`config.mk`:
```
export PLATFORM = sky130hd
export DESIGN_NAME = flash_cfg_streamer
export DESIGN_NICKNAME = d
export VERILOG_FILES = /design/src/rtl/fstr_pkg.sv /design/src/rtl/fstr_cfg.sv /design/src/rtl/fstr_fetch.sv /design/src/rtl/fstr_out.sv /design/src/rtl/flash_cfg_streamer.sv
export SDC_FILE = /design/constraint.sdc
export NUM_CORES = 1
export LEC_CHECK = 0
export BUFFER_PORTS_ARGS = -buffer_cell sky130_fd_sc_hd__buf_2
export CAP_MARGIN = 0
export CORE_ASPECT_RATIO = 1.4
export CORE_MARGIN = 8
export CORE_UTILIZATION = 55
export CTS_BUF_LIST = sky130_fd_sc_hd__clkbuf_4
export CTS_CLUSTER_DIAMETER = 30
export DETAILED_ROUTE_END_ITERATION = 6
export MAX_ROUTING_LAYER = met4
export PLACE_DENSITY = 0.75
export SLEW_MARGIN = 25
export SYNTH_ARGS = -nofsm -noshare
export SYNTH_HDL_FRONTEND = slang
export SYNTH_HIERARCHICAL = 1
export SYNTH_SLANG_ARGS = --single-unit
```
`constraint.sdc`:
```
create_clock -name clk -period 4.5 [get_ports clk]
set_input_delay 1.35 -clock clk [delete_from_list [all_inputs] [get_ports clk]]
set_output_delay 1.35 -clock clk [all_outputs]
set_load 0.02 [all_outputs]
```
`src/rtl/fstr_pkg.sv`:
```
package fstr_pkg;

   typedef enum logic [1:0] {
      F_WAIT,
      F_READ,
      F_HOLD,
      F_STOP
   } fetch_st_t;

   typedef struct packed {
      logic       serial;
      logic       packed_data;
      logic [1:0] rsel;
      logic       wide;
   } mode_t;

   // input cycles needed to present one byte
   function automatic logic [6:0] byte_cycles(mode_t m);
      logic [6:0] periods;
      if (m.serial)
         periods = 7'd8;
      else if (m.packed_data)
         periods = 7'd4;
      else
         periods = 7'd1;
      return periods << m.rsel;
   endfunction

endpackage

```
`src/rtl/fstr_cfg.sv`:
```
module fstr_cfg
   import fstr_pkg::*;
#(
   parameter int LAT_W        = 6,
   parameter int CNT_W        = 16,
   parameter int FLASH_W      = 16,
   parameter int STARTUP_MULT = 2,
   localparam int SW          = LAT_W + $clog2(STARTUP_MULT + 1)
) (
   input  logic             clk,
   input  logic             rst_n,
   input  logic             serial_i,
   input  logic             packed_i,
   input  logic [1:0]       ratio_i,
   input  logic             wide_i,
   input  logic [LAT_W-1:0] lat_i,
   input  logic [CNT_W-1:0] bytes_i,
   output mode_t            mode_o,
   output logic [LAT_W-1:0] lat_o,
   output logic [CNT_W-1:0] bytes_o,
   output logic [SW-1:0]    startup_o
);

   logic wide_ok;

   generate
      if (FLASH_W == 16) begin : g_wide_bus
         assign wide_ok = wide_i;
      end else begin : g_narrow_bus
         assign wide_ok = 1'b0;
      end
   endgenerate

   // settings follow the inputs only while reset is low
   always_ff @(posedge clk) begin
      if (!rst_n) begin
         mode_o.serial      <= serial_i;
         mode_o.packed_data <= packed_i;
         mode_o.rsel        <= ratio_i;
         mode_o.wide        <= wide_ok;
         lat_o              <= lat_i;
         bytes_o            <= bytes_i;
      end
   end

   assign startup_o = SW'(lat_o) * SW'(STARTUP_MULT);

   AST_CFG_HELD: assert property (@(posedge clk) disable iff (!rst_n)
      $past(rst_n) |-> ($stable(mode_o) && $stable(lat_o) && $stable(bytes_o)));
   AST_LAT_NONZERO: assert property (@(posedge clk) disable iff (!rst_n)
      $past(rst_n) |-> (lat_o != '0));

endmodule

```
`src/rtl/fstr_fetch.sv`:
```
module fstr_fetch
   import fstr_pkg::*;
#(
   parameter int ADDR_W  = 20,
   parameter int LAT_W   = 6,
   parameter int CNT_W   = 16,
   parameter int FLASH_W = 16,
   parameter int SW      = 8
) (
   input  logic               clk,
   input  logic               rst_n,
   input  logic [LAT_W-1:0]   lat_i,
   input  logic [SW-1:0]      startup_i,
   input  logic [CNT_W-1:0]   words_i,
   input  logic               take_i,
   input  logic [FLASH_W-1:0] flash_data_i,
   output logic [ADDR_W-1:0]  flash_addr_o,
   output logic               flash_rd_o,
   output logic               avail_o,
   output logic [15:0]        word_o
);

   localparam int CW = (SW > LAT_W) ? SW : LAT_W;

   fetch_st_t          st;
   logic [CW-1:0]      cnt;
   logic [FLASH_W-1:0] hold;
   logic               last_beat;
   logic               more;
   logic [FLASH_W-1:0] src;

   assign last_beat  = (st == F_READ) && (cnt == CW'(lat_i) - CW'(1));
   assign more       = (CNT_W'(flash_addr_o) + CNT_W'(1)) < words_i;
   assign avail_o    = last_beat || (st == F_HOLD);
   assign flash_rd_o = (st == F_READ);
   assign src        = (st == F_HOLD) ? hold : flash_data_i;

   generate
      if (FLASH_W == 16) begin : g_w16
         assign word_o = src;
      end else begin : g_w8
         assign word_o = {8'h00, src};
      end
   endgenerate

   always_ff @(posedge clk or negedge rst_n) begin
      if (!rst_n) begin
         st           <= F_WAIT;
         cnt          <= '0;
         flash_addr_o <= '0;
         hold         <= '0;
      end else begin
         case (st)
            F_WAIT: begin
               if (cnt == CW'(startup_i)) begin
                  st  <= F_READ;
                  cnt <= '0;
               end else begin
                  cnt <= cnt + CW'(1);
               end
            end
            F_READ: begin
               if (last_beat) begin
                  cnt <= '0;
                  if (take_i) begin
                     if (more) flash_addr_o <= flash_addr_o + ADDR_W'(1);
                     else      st           <= F_STOP;
                  end else begin
                     hold <= flash_data_i;
                     st   <= F_HOLD;
                  end
               end else begin
                  cnt <= cnt + CW'(1);
               end
            end
            F_HOLD: begin
               if (take_i) begin
                  if (more) begin
                     st           <= F_READ;
                     flash_addr_o <= flash_addr_o + ADDR_W'(1);
                  end else begin
                     st <= F_STOP;
                  end
               end
            end
            default: ;
         endcase
      end
   end

   AST_RD_ADDR_STABLE: assert property (@(posedge clk) disable iff (!rst_n)
      (st == F_READ && cnt != '0) |-> $stable(flash_addr_o));
   AST_TAKE_HAS_DATA: assert property (@(posedge clk) disable iff (!rst_n)
      take_i |-> avail_o);

endmodule

```
`src/rtl/fstr_out.sv`:
```
module fstr_out
   import fstr_pkg::*;
#(
   parameter int CNT_W = 16
) (
   input  logic             clk,
   input  logic             rst_n,
   input  mode_t            mode_i,
   input  logic [CNT_W-1:0] bytes_i,
   input  logic             take_i,
   input  logic [15:0]      word_i,
   output logic             free_o,
   output logic             cfg_clk_o,
   output logic [7:0]       cfg_data_o,
   output logic             done_o
);

   logic             active;
   logic [15:0]      word_q;
   logic             two;
   logic             bidx;
   logic [6:0]       t;
   logic [CNT_W-1:0] consumed;
   logic [6:0]       cyc;
   logic             last;
   logic             pair;
   logic [7:0]       cur_byte;
   logic [2:0]       bit_sel;
   logic             phase;

   assign cyc    = byte_cycles(mode_i);
   assign last   = active && (t == cyc - 7'd1) && (bidx == two);
   assign free_o = !active || last;
   assign pair   = mode_i.wide && ((bytes_i - consumed) >= CNT_W'(2));

   always_ff @(posedge clk or negedge rst_n) begin
      if (!rst_n) begin
         active   <= 1'b0;
         word_q   <= '0;
         two      <= 1'b0;
         bidx     <= 1'b0;
         t        <= '0;
         consumed <= '0;
         done_o   <= 1'b0;
      end else begin
         if (last && consumed == bytes_i) done_o <= 1'b1;
         if (take_i) begin
            active   <= 1'b1;
            word_q   <= word_i;
            two      <= pair;
            consumed <= consumed + (pair ? CNT_W'(2) : CNT_W'(1));
            bidx     <= 1'b0;
            t        <= '0;
         end else if (active) begin
            if (t == cyc - 7'd1) begin
               t <= '0;
               if (bidx == two) active <= 1'b0;
               else             bidx   <= 1'b1;
            end else begin
               t <= t + 7'd1;
            end
         end
      end
   end

   assign cur_byte = bidx ? word_q[15:8] : word_q[7:0];
   assign bit_sel  = 3'(t >> mode_i.rsel);
   assign phase    = (mode_i.rsel == 2'd0) ? ~clk : t[mode_i.rsel - 2'd1];

   always_comb begin
      cfg_clk_o  = active & phase;
      cfg_data_o = '0;
      if (active) begin
         if (mode_i.serial) cfg_data_o[0] = cur_byte[bit_sel];
         else               cfg_data_o    = cur_byte;
      end
   end

   AST_DONE_STICKY: assert property (@(posedge clk) disable iff (!rst_n)
      done_o |=> done_o);
   AST_TICK_BOUND: assert property (@(posedge clk) disable iff (!rst_n)
      active |-> (t < cyc));
   AST_SERIAL_NARROW: assert property (@(posedge clk) disable iff (!rst_n)
      mode_i.serial |-> (cfg_data_o[7:1] == 7'd0));

endmodule

```
`src/rtl/flash_cfg_streamer.sv`:
```
module flash_cfg_streamer
   import fstr_pkg::*;
#(
   parameter int ADDR_W       = 20,
   parameter int LAT_W        = 6,
   parameter int CNT_W        = 16,
   parameter int FLASH_W      = 16,
   parameter int STARTUP_MULT = 2
) (
   input  logic               clk,
   input  logic               rst_n,
   input  logic               cfg_serial_i,
   input  logic               cfg_packed_i,
   input  logic [1:0]         cfg_ratio_i,
   input  logic               cfg_wide_i,
   input  logic [LAT_W-1:0]   cfg_latency_i,
   input  logic [CNT_W-1:0]   cfg_bytes_i,
   output logic [ADDR_W-1:0]  flash_addr_o,
   output logic               flash_rd_o,
   input  logic [FLASH_W-1:0] flash_data_i,
   output logic               cfg_clk_o,
   output logic [7:0]         cfg_data_o,
   output logic               done_o
);

   localparam int SW = LAT_W + $clog2(STARTUP_MULT + 1);

   generate
      if (FLASH_W != 8 && FLASH_W != 16) begin : g_bad_width
         $error("flash_cfg_streamer: FLASH_W must be 8 or 16");
      end
      if (STARTUP_MULT < 1) begin : g_bad_startup
         $error("flash_cfg_streamer: STARTUP_MULT must be at least 1");
      end
      if (LAT_W < 1 || CNT_W < 2 || ADDR_W < 1) begin : g_bad_sizes
         $error("flash_cfg_streamer: width parameters too small");
      end
   endgenerate

   mode_t            mode;
   logic [LAT_W-1:0] lat;
   logic [CNT_W-1:0] nbytes;
   logic [SW-1:0]    startup;
   logic [CNT_W-1:0] nwords;
   logic             avail;
   logic             free;
   logic             take;
   logic [15:0]      word;

   fstr_cfg #(
      .LAT_W(LAT_W), .CNT_W(CNT_W), .FLASH_W(FLASH_W), .STARTUP_MULT(STARTUP_MULT)
   ) u_cfg (
      .clk(clk), .rst_n(rst_n),
      .serial_i(cfg_serial_i), .packed_i(cfg_packed_i), .ratio_i(cfg_ratio_i),
      .wide_i(cfg_wide_i), .lat_i(cfg_latency_i), .bytes_i(cfg_bytes_i),
      .mode_o(mode), .lat_o(lat), .bytes_o(nbytes), .startup_o(startup)
   );

   assign nwords = mode.wide ? ((nbytes >> 1) + CNT_W'(nbytes[0])) : nbytes;
   assign take   = avail && free;

   fstr_fetch #(
      .ADDR_W(ADDR_W), .LAT_W(LAT_W), .CNT_W(CNT_W), .FLASH_W(FLASH_W), .SW(SW)
   ) u_fetch (
      .clk(clk), .rst_n(rst_n),
      .lat_i(lat), .startup_i(startup), .words_i(nwords), .take_i(take),
      .flash_data_i(flash_data_i), .flash_addr_o(flash_addr_o),
      .flash_rd_o(flash_rd_o), .avail_o(avail), .word_o(word)
   );

   fstr_out #(
      .CNT_W(CNT_W)
   ) u_out (
      .clk(clk), .rst_n(rst_n),
      .mode_i(mode), .bytes_i(nbytes), .take_i(take), .word_i(word),
      .free_o(free), .cfg_clk_o(cfg_clk_o), .cfg_data_o(cfg_data_o), .done_o(done_o)
   );

   AST_QUIET_AFTER_DONE: assert property (@(posedge clk) disable iff (!rst_n)
      done_o |-> (!flash_rd_o && cfg_data_o == 8'd0));
   AST_RESET_QUIET: assert property (@(posedge clk)
      !rst_n |-> (!flash_rd_o && !done_o));

endmodule

```
==> flow_results.xml <==
<?xml version="1.0" encoding="UTF-8"?>
<metrics>
  <group name="yosys">
    <metric name="synth-seq-cells" unit="">116</metric>
    <metric name="post_synth_instance_area" unit="mm^2">0.00795</metric>
    <metric name="yosysWarningCount" unit="">6</metric>
    <metric name="postSynthCellCount" unit="">808</metric>
    <metric name="post_synth_num_cell_types" unit="">74</metric>
    <metric name="synthFlopType" unit="">sky130_fd_sc_hd__dfrtp_1</metric>
    <metric name="post_synth.cell_area_avg" unit="um^2">9.83</metric>
    <metric name="synth_enable_flop_cells" unit="">27</metric>
    <metric name="synth_sequential_area_ratio" unit="%">38.2</metric>
    <metric name="async_flop_share" unit="%">76.7</metric>
  </group>
  <group name="floorplan">
    <metric name="cell_rows" unit="">52</metric>
    <metric name="floorplan.initialDensity" unit="%">55.5</metric>
    <metric name="die_h" unit="um">158</metric>
    <metric name="fp.dieW" unit="um">118</metric>
    <metric name="core_region_area" unit="mm^2">0.0143</metric>
    <metric name="io_pins" unit="">76</metric>
    <metric name="design.die.area" unit="mm^2">0.0186</metric>
  </group>
  <group name="clock_tree">
    <metric name="clock_tree.root_cell" unit="">sky130_fd_sc_hd__clkbuf_4</metric>
    <metric name="cts_buffers" unit="">17</metric>
    <metric name="cts_setup_buffers" unit="">0</metric>
    <metric name="cts_hold_repair.buffers" unit="">0</metric>
    <metric name="cts.htree.levels" unit="">4</metric>
    <metric name="cts-resized-gates" unit="">0</metric>
    <metric name="tritoncts" unit="">done</metric>
    <metric name="insertion_delay" unit="ns">0.53</metric>
    <metric name="worst_setup_hold_path_clk_slew" unit="ns">0.11</metric>
    <metric name="clock_tree.buffer_depth" unit="">2</metric>
  </group>
  <group name="outcome">
    <metric name="status" unit="">finished, final reports clean</metric>
  </group>
  <group name="worst_setup_path">
    <metric name="critPathMaxStageDelay" unit="ns">0.22</metric>
    <metric name="crit_path_end_kind" unit="">output port</metric>
    <metric name="arrival" unit="ns">3.05</metric>
    <metric name="worstSetupPathType" unit="">clk2out</metric>
    <metric name="worst_ep_required_time" unit="ns">3.15</metric>
    <metric name="cp_cell_sequence" unit="">clkbuf_4 &gt; buf_4 &gt; inv_1 &gt; mux2i_1 &gt; nor2_1 &gt; buf_2</metric>
    <metric name="startpoint_type" unit="">clock port</metric>
    <metric name="worst_path_max_delay_cell" unit="">sky130_fd_sc_hd__clkbuf_4</metric>
    <metric name="cp_max_fo" unit="">16</metric>
  </group>
  <group name="routing">
    <metric name="post-route-drc-count" unit="">0</metric>
    <metric name="firstDrtPassIters" unit="">5</metric>
    <metric name="detail_route.vias_per_cell" unit="">5.73</metric>
    <metric name="route.antenna.remaining_nets" unit="">0</metric>
    <metric name="drt_iter0_markers" unit="">342</metric>
    <metric name="num_vias" unit="">6246</metric>
    <metric name="routed_wire_length_per_instance" unit="um">16.8</metric>
    <metric name="routed_wl" unit="um">18300</metric>
  </group>
  <group name="placement">
    <metric name="port-buffer-count" unit="">75</metric>
    <metric name="detailed_place.area" unit="mm^2">0.00854</metric>
    <metric name="dp_hpwl" unit="um">13800</metric>
    <metric name="place_congestion" unit="">0.877</metric>
  </group>
  <group name="global_route">
    <metric name="grtUsageTotal" unit="%">20.8</metric>
    <metric name="antenna_violations_before_repair" unit="">2</metric>
    <metric name="grt_pass1_vias" unit="">6386</metric>
    <metric name="grt_first_pass_wirelength" unit="um">30500</metric>
    <metric name="grt_start_max_net_pins" unit="">70</metric>
    <metric name="overflow" unit="">0</metric>
  </group>
  <group name="sta">
    <metric name="final-setup-viol-count" unit="">0</metric>
    <metric name="worst_clock_skew" unit="ns">0.0401</metric>
    <metric name="tightest_slew" unit="ns">1.05</metric>
    <metric name="setup-tns-final" unit="ns">0</metric>
    <metric name="grt_setup_unrepaired" unit="">false</metric>
    <metric name="final-max-slew-violation-count" unit="">0</metric>
    <metric name="hold_violations" unit="">0</metric>
    <metric name="relative_slew_margins" unit="%">29.6</metric>
  </group>
  <group name="final_layout">
    <metric name="fillers" unit="">1214</metric>
    <metric name="synthToLayoutAreaGrowth" unit="%">11.6</metric>
    <metric name="design_area" unit="mm^2">0.00887</metric>
    <metric name="final_layout_size_suffix_gt1_share" unit="%">24.2</metric>
    <metric name="final_nets" unit="">977</metric>
  </group>
  <group name="pwr">
    <metric name="p_total" unit="mW">3.91</metric>
    <metric name="pwr_density_cell" unit="mW/mm^2">441</metric>
    <metric name="ir_worst_vdd" unit="uV">372</metric>
    <metric name="p_leak" unit="nW">4.02</metric>
  </group>
  <group name="hold_path">
    <metric name="worstHoldPathType" unit="">reg2reg</metric>
  </group>
  <group name="flow_run">
    <metric name="max_cap_violations" unit="">0</metric>
  </group>
</metrics>
routing by layer:
layer | wire length, um | global-route usage (%)
met1 | 7430 | 21.8
met2 | 9830 | 37.4
met3 | 603 | 3.43
met4 | 439 | 10.3
met5 | 0 | -
synthesized netlist by cell type (5+ instances only):
master / instances / area share (%)
sky130_fd_sc_hd__a21o_1: 7 / 0.66
sky130_fd_sc_hd__mux2i_1: 19 / 2.4
sky130_fd_sc_hd__a211oi_1: 5 / 0.47
sky130_fd_sc_hd__xor2_1: 43 / 4.7
sky130_fd_sc_hd__clkbuf_1: 19 / 0.90
sky130_fd_sc_hd__xnor2_1: 45 / 5.0
sky130_fd_sc_hd__buf_1: 6 / 0.28
sky130_fd_sc_hd__nor2_1: 49 / 2.3
sky130_fd_sc_hd__dfrtp_1: 89 / 28
sky130_fd_sc_hd__nor3_1: 22 / 1.4
sky130_fd_sc_hd__a21oi_1: 51 / 3.2
sky130_fd_sc_hd__mux4_2: 5 / 1.4
sky130_fd_sc_hd__nor2b_1: 9 / 0.71
sky130_fd_sc_hd__nand2_1: 69 / 3.3
sky130_fd_sc_hd__nand3_1: 23 / 1.4
sky130_fd_sc_hd__buf_4: 8 / 0.76
sky130_fd_sc_hd__ha_1: 44 / 6.9
sky130_fd_sc_hd__o21ai_0: 17 / 1.1
sky130_fd_sc_hd__inv_1: 49 / 2.3
sky130_fd_sc_hd__o22ai_1: 7 / 0.55
sky130_fd_sc_hd__nand4_1: 15 / 1.2
sky130_fd_sc_hd__or3_1: 6 / 0.47
sky130_fd_sc_hd__and4_1: 7 / 0.77
sky130_fd_sc_hd__and2_1: 6 / 0.47
sky130_fd_sc_hd__mux2_2: 54 / 7.7
sky130_fd_sc_hd__nor4_1: 14 / 1.1
sky130_fd_sc_hd__nand2b_1: 7 / 0.55
sky130_fd_sc_hd__edfxtp_1: 27 / 10
sky130_fd_sc_hd__and3_1: 7 / 0.55
kinds of logic after synthesis:
logic type	Yosys count	synth area share, %
fa+ha+maj	46	7.43
xor+xnor	88	9.70
buf+inv	88	4.71
compound gates	135	11.3
mux	78	11.5
flops	116	38.2
other cells	1	0.0472
simple gates	256	17.1
critical path: cells and delay by family:
kind                   cells  cell delay (ns)
muxes                      1             0.06
buffers and inverters      4             0.66
and+or+nand+nor            1             0.07
flip-flops by register name, indices dropped and copies added, names as in the netlist:
name	flops
u_out/t	7
u_cfg/mode_o	5
u_out/done_o	1
u_out/consumed	16
u_cfg/lat_o	6
u_out/two	1
u_out/word_q	16
u_fetch/flash_addr_o	20
u_out/active	1
u_fetch/st	2
u_fetch/hold	16
u_cfg/bytes_o	16
u_out/bidx	1
u_fetch/cnt	8
final timing paths:
path                                                            from  cells past startpoint  slack, ns                                   end
min in group asynchronous                                      rst_n                      1       0.71   u_fetch/flash_addr_o[7]$_DFFE_PN0P_
worst min register to register  u_fetch/flash_addr_o[19]$_DFFE_PN0P_                      1       0.48  u_fetch/flash_addr_o[19]$_DFFE_PN0P_
worst min-delay path            u_fetch/flash_addr_o[19]$_DFFE_PN0P_                      1       0.48  u_fetch/flash_addr_o[19]$_DFFE_PN0P_
max in group asynchronous                                      rst_n                      2       2.57                u_out/t[6]$_DFFE_PN0P_
worst max-delay path                                             clk                      6       0.10                             cfg_clk_o
worst max register to register            u_cfg/bytes_o[0]$_DFFE_PN_                     19       0.19        u_out/consumed[10]$_DFFE_PN0P_
report_power, final:
group	switching (mW)	leakage [nW]	internal [mW]
clock network	0.466	0.189	0.410
logic	0.750	2.42	0.685
registers	0.272	1.41	1.33
metrics by stage:
stage                     hold WS (ns)  instances  worst slack, ns  utilization (%)
after floorplan                  0.445        809            0.443                -
after global placement           0.454       1056            0.317             59.7
after detailed placement         0.461       1056            0.237             59.7
after CTS                        0.482       1088           0.0306             61.9
after global routing             0.517       1090          0.00229             62.0
final                            0.478       1090            0.104             62.0
cell usage in the layout, fill, tap and decap left out, drive strengths merged, types with 4 or more instances in the layout:
cell type / netlist / routed
a211oi: 5 / 5
a21boi: 6 / 6
a21o: 7 / 7
a21oi: 52 / 52
and2: 6 / 6
and3: 7 / 7
and4: 7 / 7
buf: 19 / 98
clkbuf: 20 / 16
clkinv: 0 / 5
dfrtp: 89 / 89
edfxtp: 27 / 27
ha: 44 / 44
inv: 49 / 56
mux2: 54 / 54
mux2i: 19 / 19
mux4: 5 / 5
nand2: 69 / 69
nand2b: 7 / 7
nand3: 24 / 24
nand4: 18 / 18
nor2: 49 / 49
nor2b: 9 / 9
nor3: 26 / 26
nor4: 15 / 15
o211ai: 4 / 4
o21ai: 21 / 21
o22ai: 8 / 8
or2: 4 / 4
or3: 6 / 6
or4: 4 / 4
xnor2: 45 / 45
xor2: 43 / 43
area by class of cell:
type / count / area [um^2] / share of cell area (%)
antenna: 2 / 5.00 / 0.0564
clock buffer: 18 / 133 / 1.50
clock inverter: 16 / 195 / 2.20
inverter: 48 / 180 / 2.03
multi-input combinational: 605 / 4540 / 51.2
sequential: 116 / 3040 / 34.3
tap: 189 / 236 / 2.67
timing repair buffer: 96 / 538 / 6.07
Power figures use the tool's default switching activity.
